`config.mk`:
```
export PLATFORM = sky130hd
export DESIGN_NAME = addsub_flags
export DESIGN_NICKNAME = d
export VERILOG_FILES = /design/src/rtl/addsub_flags_pkg.sv /design/src/rtl/addsub_core.sv /design/src/rtl/flag_gen.sv /design/src/rtl/flag_reg.sv /design/src/rtl/addsub_flags.sv
export SDC_FILE = /design/constraint.sdc
export NUM_CORES = 1
export LEC_CHECK = 0
export BUFFER_PORTS_ARGS = -buffer_cell sky130_fd_sc_hd__buf_2
export CAP_MARGIN = 30
export CORE_MARGIN = 2
export CORE_UTILIZATION = 42
export DETAILED_ROUTE_END_ITERATION = 7
export PLACE_DENSITY_LB_ADDON = 0.12
export SYNTH_ARGS = -nofsm -noshare
export SYNTH_HDL_FRONTEND = slang
export SYNTH_SLANG_ARGS = --single-unit
```
`constraint.sdc`:
```
create_clock -name clk -period 15.9 [get_ports clk]
set_clock_uncertainty 0.2 [all_clocks]
set_input_delay 1.59 -clock clk [delete_from_list [all_inputs] [get_ports clk]]
set_output_delay 1.59 -clock clk [all_outputs]
set_load 0.02 [all_outputs]
```
`src/rtl/addsub_flags_pkg.sv`:
```
package addsub_flags_pkg;
   typedef struct packed {
      logic ovf;
      logic sign;
      logic zero;
      logic aux;
      logic parity;
      logic carry;
   } flags_t;

   localparam int FLAG_COUNT = $bits(flags_t);
endpackage

```
`src/rtl/addsub_core.sv`:
```
module addsub_core #(
   parameter int WIDTH   = 8,
   parameter int AUX_BIT = 4,
   parameter bit RIPPLE  = 1'b1
) (
   input  logic [WIDTH-1:0] opa,
   input  logic [WIDTH-1:0] opb,
   input  logic             sub,
   input  logic             k_in,
   output logic [WIDTH-1:0] sum,
   output logic             c_out,
   output logic             c_aux,
   output logic             c_msb
);
   localparam int MSB = WIDTH - 1;

   logic [WIDTH-1:0] b_eff;
   logic             c0;

   // subtraction is a + ~b + 1 - borrow
   assign b_eff = sub ? ~opb : opb;
   assign c0    = sub ? ~k_in : k_in;

   if (RIPPLE) begin : g_ripple
      logic [WIDTH:0] chain;
      assign chain[0] = c0;
      for (genvar i = 0; i < WIDTH; i++) begin : g_bit
         assign sum[i]     = opa[i] ^ b_eff[i] ^ chain[i];
         assign chain[i+1] = (opa[i] & b_eff[i]) | (chain[i] & (opa[i] ^ b_eff[i]));
      end
      assign c_out = chain[WIDTH];
      assign c_aux = chain[AUX_BIT];
      assign c_msb = chain[MSB];
   end else begin : g_behav
      logic [WIDTH:0] full;
      assign full  = {1'b0, opa} + {1'b0, b_eff} + {{WIDTH{1'b0}}, c0};
      assign sum   = full[MSB:0];
      assign c_out = full[WIDTH];
      // carry into bit j is recovered from the sum bit and both addend bits
      assign c_aux = full[AUX_BIT] ^ opa[AUX_BIT] ^ b_eff[AUX_BIT];
      assign c_msb = full[MSB] ^ opa[MSB] ^ b_eff[MSB];
   end
endmodule

```
`src/rtl/flag_gen.sv`:
```
module flag_gen
   import addsub_flags_pkg::*;
#(
   parameter int WIDTH    = 8,
   parameter int PAR_BITS = 8
) (
   input  logic [WIDTH-1:0] sum,
   input  logic             sub,
   input  logic             c_out,
   input  logic             c_aux,
   input  logic             c_msb,
   output flags_t           flags
);
   always_comb begin
      flags.carry  = c_out ^ sub;        // borrow is the inverted carry
      flags.aux    = c_aux ^ sub;
      flags.ovf    = c_msb ^ c_out;
      flags.sign   = sum[WIDTH-1];
      flags.zero   = ~|sum;
      flags.parity = ~^sum[PAR_BITS-1:0];
   end

   // a zero result has no set bits, so it must read as even parity and non-negative
   always_comb begin
      if (flags.zero) begin
         p_zero_even_r7 : assert (flags.parity);
         p_zero_positive_r5 : assert (!flags.sign);
      end
   end
endmodule

```
`src/rtl/flag_reg.sv`:
```
module flag_reg #(
   parameter int BITS = 6
) (
   input  logic            clk,
   input  logic            rst_n,
   input  logic            we,
   input  logic [BITS-1:0] d,
   output logic [BITS-1:0] q
);
   always_ff @(posedge clk or negedge rst_n) begin
      if (!rst_n)  q <= '0;
      else if (we) q <= d;
   end

   p_hold_r8 : assert property (@(posedge clk) disable iff (!rst_n)
      !we |=> $stable(q));
   p_load_r8 : assert property (@(posedge clk) disable iff (!rst_n)
      we |=> (q == $past(d)));
endmodule

```
`src/rtl/addsub_flags.sv`:
```
module addsub_flags
   import addsub_flags_pkg::*;
#(
   parameter int WIDTH    = 8,
   parameter int AUX_BIT  = 4,
   parameter int PAR_BITS = 8,
   parameter bit RIPPLE   = 1'b1
) (
   input  logic             clk,
   input  logic             rst_n,
   input  logic [WIDTH-1:0] opa_i,
   input  logic [WIDTH-1:0] opb_i,
   input  logic             sub_i,
   input  logic             chain_i,
   input  logic             cin_i,
   input  logic             flag_we_i,
   output logic [WIDTH-1:0] result_o,
   output logic             carry_o,
   output logic             ovf_o,
   output logic             sign_o,
   output logic             zero_o,
   output logic             aux_o,
   output logic             parity_o,
   output logic [5:0]       flags_q_o
);
   localparam int MSB = WIDTH - 1;

   if (WIDTH < 2) begin : g_chk_width
      $error("addsub_flags: WIDTH must be at least 2");
   end
   if (AUX_BIT < 1 || AUX_BIT >= WIDTH) begin : g_chk_aux
      $error("addsub_flags: AUX_BIT must lie inside the word");
   end
   if (PAR_BITS < 1 || PAR_BITS > WIDTH) begin : g_chk_par
      $error("addsub_flags: PAR_BITS must not exceed WIDTH");
   end
   if (FLAG_COUNT != 6) begin : g_chk_flags
      $error("addsub_flags: flag record must be six bits");
   end

   logic   k_eff;
   logic   c_out, c_aux, c_msb;
   flags_t flags;

   assign k_eff = chain_i & cin_i;

   addsub_core #(.WIDTH(WIDTH), .AUX_BIT(AUX_BIT), .RIPPLE(RIPPLE)) u_core (
      .opa(opa_i), .opb(opb_i), .sub(sub_i), .k_in(k_eff),
      .sum(result_o), .c_out(c_out), .c_aux(c_aux), .c_msb(c_msb)
   );

   flag_gen #(.WIDTH(WIDTH), .PAR_BITS(PAR_BITS)) u_flags (
      .sum(result_o), .sub(sub_i), .c_out(c_out), .c_aux(c_aux), .c_msb(c_msb),
      .flags(flags)
   );

   flag_reg #(.BITS(6)) u_freg (
      .clk(clk), .rst_n(rst_n), .we(flag_we_i), .d(flags), .q(flags_q_o)
   );

   assign carry_o  = flags.carry;
   assign ovf_o    = flags.ovf;
   assign sign_o   = flags.sign;
   assign zero_o   = flags.zero;
   assign aux_o    = flags.aux;
   assign parity_o = flags.parity;

   // mixed-sign add and same-sign subtract can never leave the signed range
   p_add_mixed_ovf_r3 : assert property (@(posedge clk) disable iff (!rst_n)
      (!sub_i && (opa_i[MSB] != opb_i[MSB])) |-> !ovf_o);
   p_sub_same_ovf_r3 : assert property (@(posedge clk) disable iff (!rst_n)
      (sub_i && (opa_i[MSB] == opb_i[MSB])) |-> !ovf_o);
   // no borrow when the minuend is not below the subtrahend and no borrow-in
   p_sub_no_borrow_r2 : assert property (@(posedge clk) disable iff (!rst_n)
      (sub_i && !k_eff && (opa_i >= opb_i)) |-> !carry_o);
   // adding zero with no carry in reproduces the operand
   p_add_zero_r1 : assert property (@(posedge clk) disable iff (!rst_n)
      (!sub_i && !k_eff && (opb_i == '0)) |-> (result_o == opa_i) && !carry_o);
   p_reset_clear_r8 : assert property (@(posedge clk)
      !rst_n |-> (flags_q_o == 6'd0));
endmodule

```
; Word-level counts from Yosys, hierarchy flattened
; Cells that the tools add are included.
[classes]
mux = 2
n_reduce_logical = 3
bitwise = 46
[op_table]
columns = cell, n
row1 = $xor A1 B1 Y1, 19
row2 = $and A1 B1 Y1, 17
row3 = $mux W8, 1
row4 = $not A8 Y8, 1
row5 = $or A1 B1 Y1, 8
row6 = $reduce_or A8 Y1, 1
row7 = $reduce_xnor A8 Y1, 1
row8 = $logic_not A1 Y1, 1
row9 = $mux W1, 1
row10 = $not A1 Y1, 1
[totals]
out_inout_bits = 20
register_bits = 6

; Logic depth before layout (Yosys ltp)
[depth]
ltp_word = 20
ltp_mapped = 18
mapped_depth_nobuf = 18

; Cells and area by module
; From an unflattened synthesis, not the netlist that was laid out.
[unflattened]
cells_unflattened = 66
area_unflattened_um2 = 709.4
[modules_own_cells]
columns = module, n_inst, cells_per_inst, seq_area_each_um2, area_each_um2
row1 = addsub_core, 1, 32, 0.0, 302.8
row2 = flag_reg, 1, 13, 150.1, 251.5
row3 = flag_gen, 1, 20, 0.0, 148.9
row4 = addsub_flags, 1, 1, 0.0, 6.3

; Worst setup path after synthesis
; No wires, ideal clock.
[synth_path]
path_type = input to output
from = input sub_i
to = output zero_o
arrival_time_ps = 5862
path_slack_ps = 8248
path_buffers = 1
cell_stages = 15
path_cell_list = buf_2 -> xor2_1 -> fa_1 -> inv_1 -> fa_1 -> inv_1 -> fa_1 -> inv_1 -> fa_1 -> fa_1 -> fa_1 -> fa_1 -> inv_1 -> fa_1 -> nor4_1
[synth_via]
elab_chain_cells = 19
word_cells_on_any_way = 41
cone_classes = 2 x mux / 37 x bitwise / 2 x reduce/logical
[synth_lines]
columns = item, line_no
row1 = start: declaration, addsub_flags.sv:13  ; input logic sub_i,
row2 = $mux W8, addsub_core.sv:21  ; assign b_eff = sub ? ~opb : opb;
row3 = $xor A1 B1 Y1, addsub_core.sv:29  ; assign chain[i+1] = (opa[i] & b_eff[i]) | (chain[i] & (opa[i] ^ b_eff[i]));
row4 = $and A1 B1 Y1, addsub_core.sv:29
row5 = $or A1 B1 Y1, addsub_core.sv:29
row6 = $and A1 B1 Y1, addsub_core.sv:29
row7 = $or A1 B1 Y1, addsub_core.sv:29
row8 = $and A1 B1 Y1, addsub_core.sv:29
row9 = $or A1 B1 Y1, addsub_core.sv:29
row10 = [4 not listed], n/a
row11 = $and A1 B1 Y1, addsub_core.sv:29
row12 = $or A1 B1 Y1, addsub_core.sv:29
row13 = $and A1 B1 Y1, addsub_core.sv:29
row14 = $or A1 B1 Y1, addsub_core.sv:29
row15 = $xor A1 B1 Y1 (*), addsub_core.sv:28  ; assign sum[i] = opa[i] ^ b_eff[i] ^ chain[i];
row16 = net sign_o, addsub_flags.sv:20  ; output logic sign_o,
row17 = $reduce_or A8 Y1 (*), flag_gen.sv:19  ; flags.zero = ~|sum;
row18 = $logic_not A1 Y1 (*), flag_gen.sv:19
row19 = end: declaration, addsub_flags.sv:21  ; output logic zero_o,
; The timed path passes the listed nets; every way through them passes the cells marked *.

; Worst setup path in the final report
[layout_path]
from = input sub_i
to = output parity_o
[layout_via]
elab_chain_cells = 18
word_cells_on_any_way = 40
cone_classes = 2 x mux / 37 x bitwise / 1 x reduce/logical
[layout_lines]
columns = item, line_no
row1 = $mux W8, addsub_core.sv:21
row2 = $xor A1 B1 Y1, "addsub_core.sv:28, addsub_core.sv:29"
row3 = $and A1 B1 Y1, addsub_core.sv:29
row4 = $or A1 B1 Y1, addsub_core.sv:29
row5 = $and A1 B1 Y1, addsub_core.sv:29
row6 = $or A1 B1 Y1, addsub_core.sv:29
row7 = $and A1 B1 Y1, addsub_core.sv:29
row8 = $or A1 B1 Y1, addsub_core.sv:29
row9 = [2 not listed], n/a
row10 = $and A1 B1 Y1, addsub_core.sv:29
row11 = $or A1 B1 Y1, addsub_core.sv:29
row12 = $and A1 B1 Y1, addsub_core.sv:29
row13 = $or A1 B1 Y1, addsub_core.sv:29
row14 = $and A1 B1 Y1, addsub_core.sv:29
row15 = $or A1 B1 Y1, addsub_core.sv:29
row16 = $xor A1 B1 Y1, addsub_core.sv:28
row17 = $reduce_xnor A8 Y1 (*), flag_gen.sv:20  ; flags.parity = ~^sum[PAR_BITS-1:0];
row18 = end: declaration, addsub_flags.sv:23  ; output logic parity_o,
; Every way passes the cells marked *; elsewhere a longest branch is shown, timed or not.

==> results.txt <==
* Run status: completed
- The synthesized design contains 0 enable-type register cells.
* Number of routed nets with antenna violations: 0
* Worst path most repeated cell: sky130_fd_sc_hd__fa_1
- Area share of the largest cell type after synthesis: 25.0%
- GRT Total Usage: 15.0%
- Cell Chain, Critical Path: buf_2 -> xor2_1 -> fa_1 -> inv_1 -> fa_1 -> inv_1 -> fa_1 -> inv_1 -> fa_1 -> fa_1 -> fa_1 -> fa_1 -> inv_1 -> fa_1 -> xnor2_1 -> xnor2_1 -> xnor2_1 -> buf_2
- Clock tree from TritonCTS: built
* Post-CTS Setup Repair Bufs: 0
* Max FFs per register: 6
* H-Tree Level Count: 1
- DRC violation total after the first TritonRoute iteration: 1
- Yosys printed 0 warnings.
- Port buffering added 41 buffers.
- In this run the worst hold path is classified as reg -> reg.
* Insertion delay to the later sink of the worst-skew pair: 240 ps
- Die height: 43.0 um
- In this run the static leakage power is 0.469 nW.
- For this run, the post-layout net count is 133.
- For this run, the leading register cell type out of synthesis is sky130_fd_sc_hd__dfrtp_1.
- Boundary pin count: 42
- The routed design could run at a clock period as short as 7680 ps.
- The mapped netlist covers 639 sq um.
- The area growth from synthesis to layout is 36.2%.
* Antenna diodes: 0
* Worst Path Required: 14,110 ps
- Post-Syn Nets: 90
- Vias per Instance: 4.44
- Max capacitance violation total: 0
- Fraction of the cycle the final worst path needs: 48.3%
- Vias after detailed routing: 520
- Maximum clock rate: 0.130 GHz
* Reg with most FFs: u_freg.q
- Yosys top cell by area: sky130_fd_sc_hd__fa_1
* Share of synthesized flip-flops with an asynchronous set or reset: 100%
- STA classifies the critical path endpoint as an output port.
- Peak supply drop: 0.0000767 V
* Largest registers: u_freg.q: 6 flops
- STA classifies the critical path startpoint as a primary input.
- Number of buffers created by CTS: 3
* Aggregate global routing overflow: 0
- CTS resizes: 0
* Average cell area after synthesis: 10.7 sq um
- Clock tree synthesis selected as its root buffer the cell sky130_fd_sc_hd__clkbuf_4.
- Post-synthesis cell count: 60
* Worst-path maximum fanout: 11
* Critical path start-end classification: in -> out
* Synth area leaders: sky130_fd_sc_hd__fa_1 (25%), sky130_fd_sc_hd__dfrtp_1 (23%), sky130_fd_sc_hd__xnor2_1 (19%)
- Dividing total power by cell area gives a power density of 152 mW/mm^2.
- Setup total negative slack: 0 ps
- Number of hold-slack violations in the final timing report: 0
- Arrival time of the worst setup path: 5890 ps
* Final Max Slew Viols: 0
* Normalized max-slew margin: 77.0%
- Clock transition at path regs: 40 ps
* Drt wl/cell: 10.1 um
- For this design, the sink count on the clock tree is 6.
* #FFs+latches synth: 6
- Number of iterations in the first detailed-routing pass: 2
* Design Power: 0.132 mW
* Die Wd: 43.0 um
- The number of global-route vias before repair was 483.
- The core region is 0.00147 sq mm.
* Share of the yosys chip area belonging to registers: 23.5%
* Global-route wire length before repair: 2080 um
- Distinct cells, synth: 14
* Maximum number of pins on one net before global-route repair: 12
* Number of antenna violations at the first check in global routing: 0
* Total of fill cells in the finished design: 144
- Routed Wire Length: 1180 um
* Area enclosed by the die boundary: 0.00185 sq mm
- Fraction of layout instances using a drive strength above 1: 49.5%
- For the pin with the worst max-slew slack, the measured transition is 342 ps.
- The number of hold buffers added after CTS was 0.
- Drt drc: 0
- Detailed placement HPWL: 1030 um
* Initial standard-cell utilization of the core: 43.5%
- The congestion estimate from routability-driven global placement came to 0.658.
- By count the netlist is led by sky130_fd_sc_hd__inv_1 (14), sky130_fd_sc_hd__xnor2_1 (14), sky130_fd_sc_hd__fa_1 (8).
- Setup repair after global routing left no endpoint under its margin.
* Peak per-stage delay on the critical path: 480 ps
* Crit path max-delay cell type: sky130_fd_sc_hd__fa_1
* Number of buffers on the longest clock path: 2
- Setup violations remaining at the end of the flow were counted as 0.
- The initialized floorplan defines 14 standard-cell rows.
## cell type report
class | instances | area (sq um) | area share (%)
repair buffers | 41 | 205 | 23.6
multi-input cells | 37 | 420 | 48.3
well taps | 16 | 20.0 | 2.30
inverters | 14 | 52.6 | 6.03
clock buffers | 3 | 22.5 | 2.59
flip-flops and latches | 6 | 150 | 17.2
## cells in the final DEF (no fill, tap or decap)
cell type                  instances
sky130_fd_sc_hd__fa_1              8
sky130_fd_sc_hd__xor2_1            5
sky130_fd_sc_hd__nand4_1           1
sky130_fd_sc_hd__buf_2            41
sky130_fd_sc_hd__xnor2_1          14
sky130_fd_sc_hd__dfrtp_1           6
sky130_fd_sc_hd__mux2_2            5
sky130_fd_sc_hd__nand2b_1          1
sky130_fd_sc_hd__nor4_1            1
sky130_fd_sc_hd__mux2_4            1
sky130_fd_sc_hd__nand2_1           1
sky130_fd_sc_hd__clkbuf_4          3
sky130_fd_sc_hd__inv_1            14
## worst max-delay path: cells and delay by family
kind       cells  cell delay [ps]
xor+xnor       4              780
buf+inv        6              730
fa+ha+maj      8             2800
## cells by family after synthesis
family,Yosys count,share of synthesized area [%]
buf+inv,17,10.8
xor+xnor,19,26.0
flops,6,23.5
fa+ha+maj,8,25.0
mux,6,11.2
simple gates,4,3.52
## layer usage
metal / GRT usage [%] / routed length (um) / up-vias / share of wire [%]
met5: 0 / 0 / - / 0
met3: 5.53 / 117 / 2 / 9.9
li1: - / - / 261 / -
met1: 19.8 / 484 / 231 / 41
met4: 3.64 / 10 / 0 / 0.85
met2: 23.3 / 566 / 26 / 48
## through the flow
step | area, sq um | instances | utilization (%) | hold WS, ps | worst slack [ps]
after floorplan | 639 | 60 | - | 436 | 8250
after global placement | 848 | 114 | 57.7 | 287 | 8250
after detailed placement | 848 | 114 | 57.7 | 290 | 8170
after CTS | 871 | 117 | 59.2 | 299 | 8160
after global routing | 871 | 117 | 59.2 | 326 | 7910
final | 871 | 117 | 59.2 | 296 | 8220
## report_power, final
group	internal, mW	switching (mW)	total (mW)
Clock	0.00852	0.00524	0.0138
Combinational	0.0414	0.0552	0.0966
Sequential	0.0200	0.00194	0.0220
## final timing paths
path / slack, ps / end / from / cells past startpoint
min: 300 / u_freg.q[2]$_DFFE_PN0P_ / u_freg.q[2]$_DFFE_PN0P_ / 1
max: 8220 / parity_o / sub_i / 18
min reg2reg: 300 / u_freg.q[2]$_DFFE_PN0P_ / u_freg.q[2]$_DFFE_PN0P_ / 1
max in group asynchronous: 14390 / u_freg.q[2]$_DFFE_PN0P_ / rst_n / 1
min in group asynchronous: 960 / u_freg.q[3]$_DFFE_PN0P_ / rst_n / 1
max reg2reg: 14950 / u_freg.q[1]$_DFFE_PN0P_ / u_freg.q[1]$_DFFE_PN0P_ / 1
(Power assumes the default switching activity.)
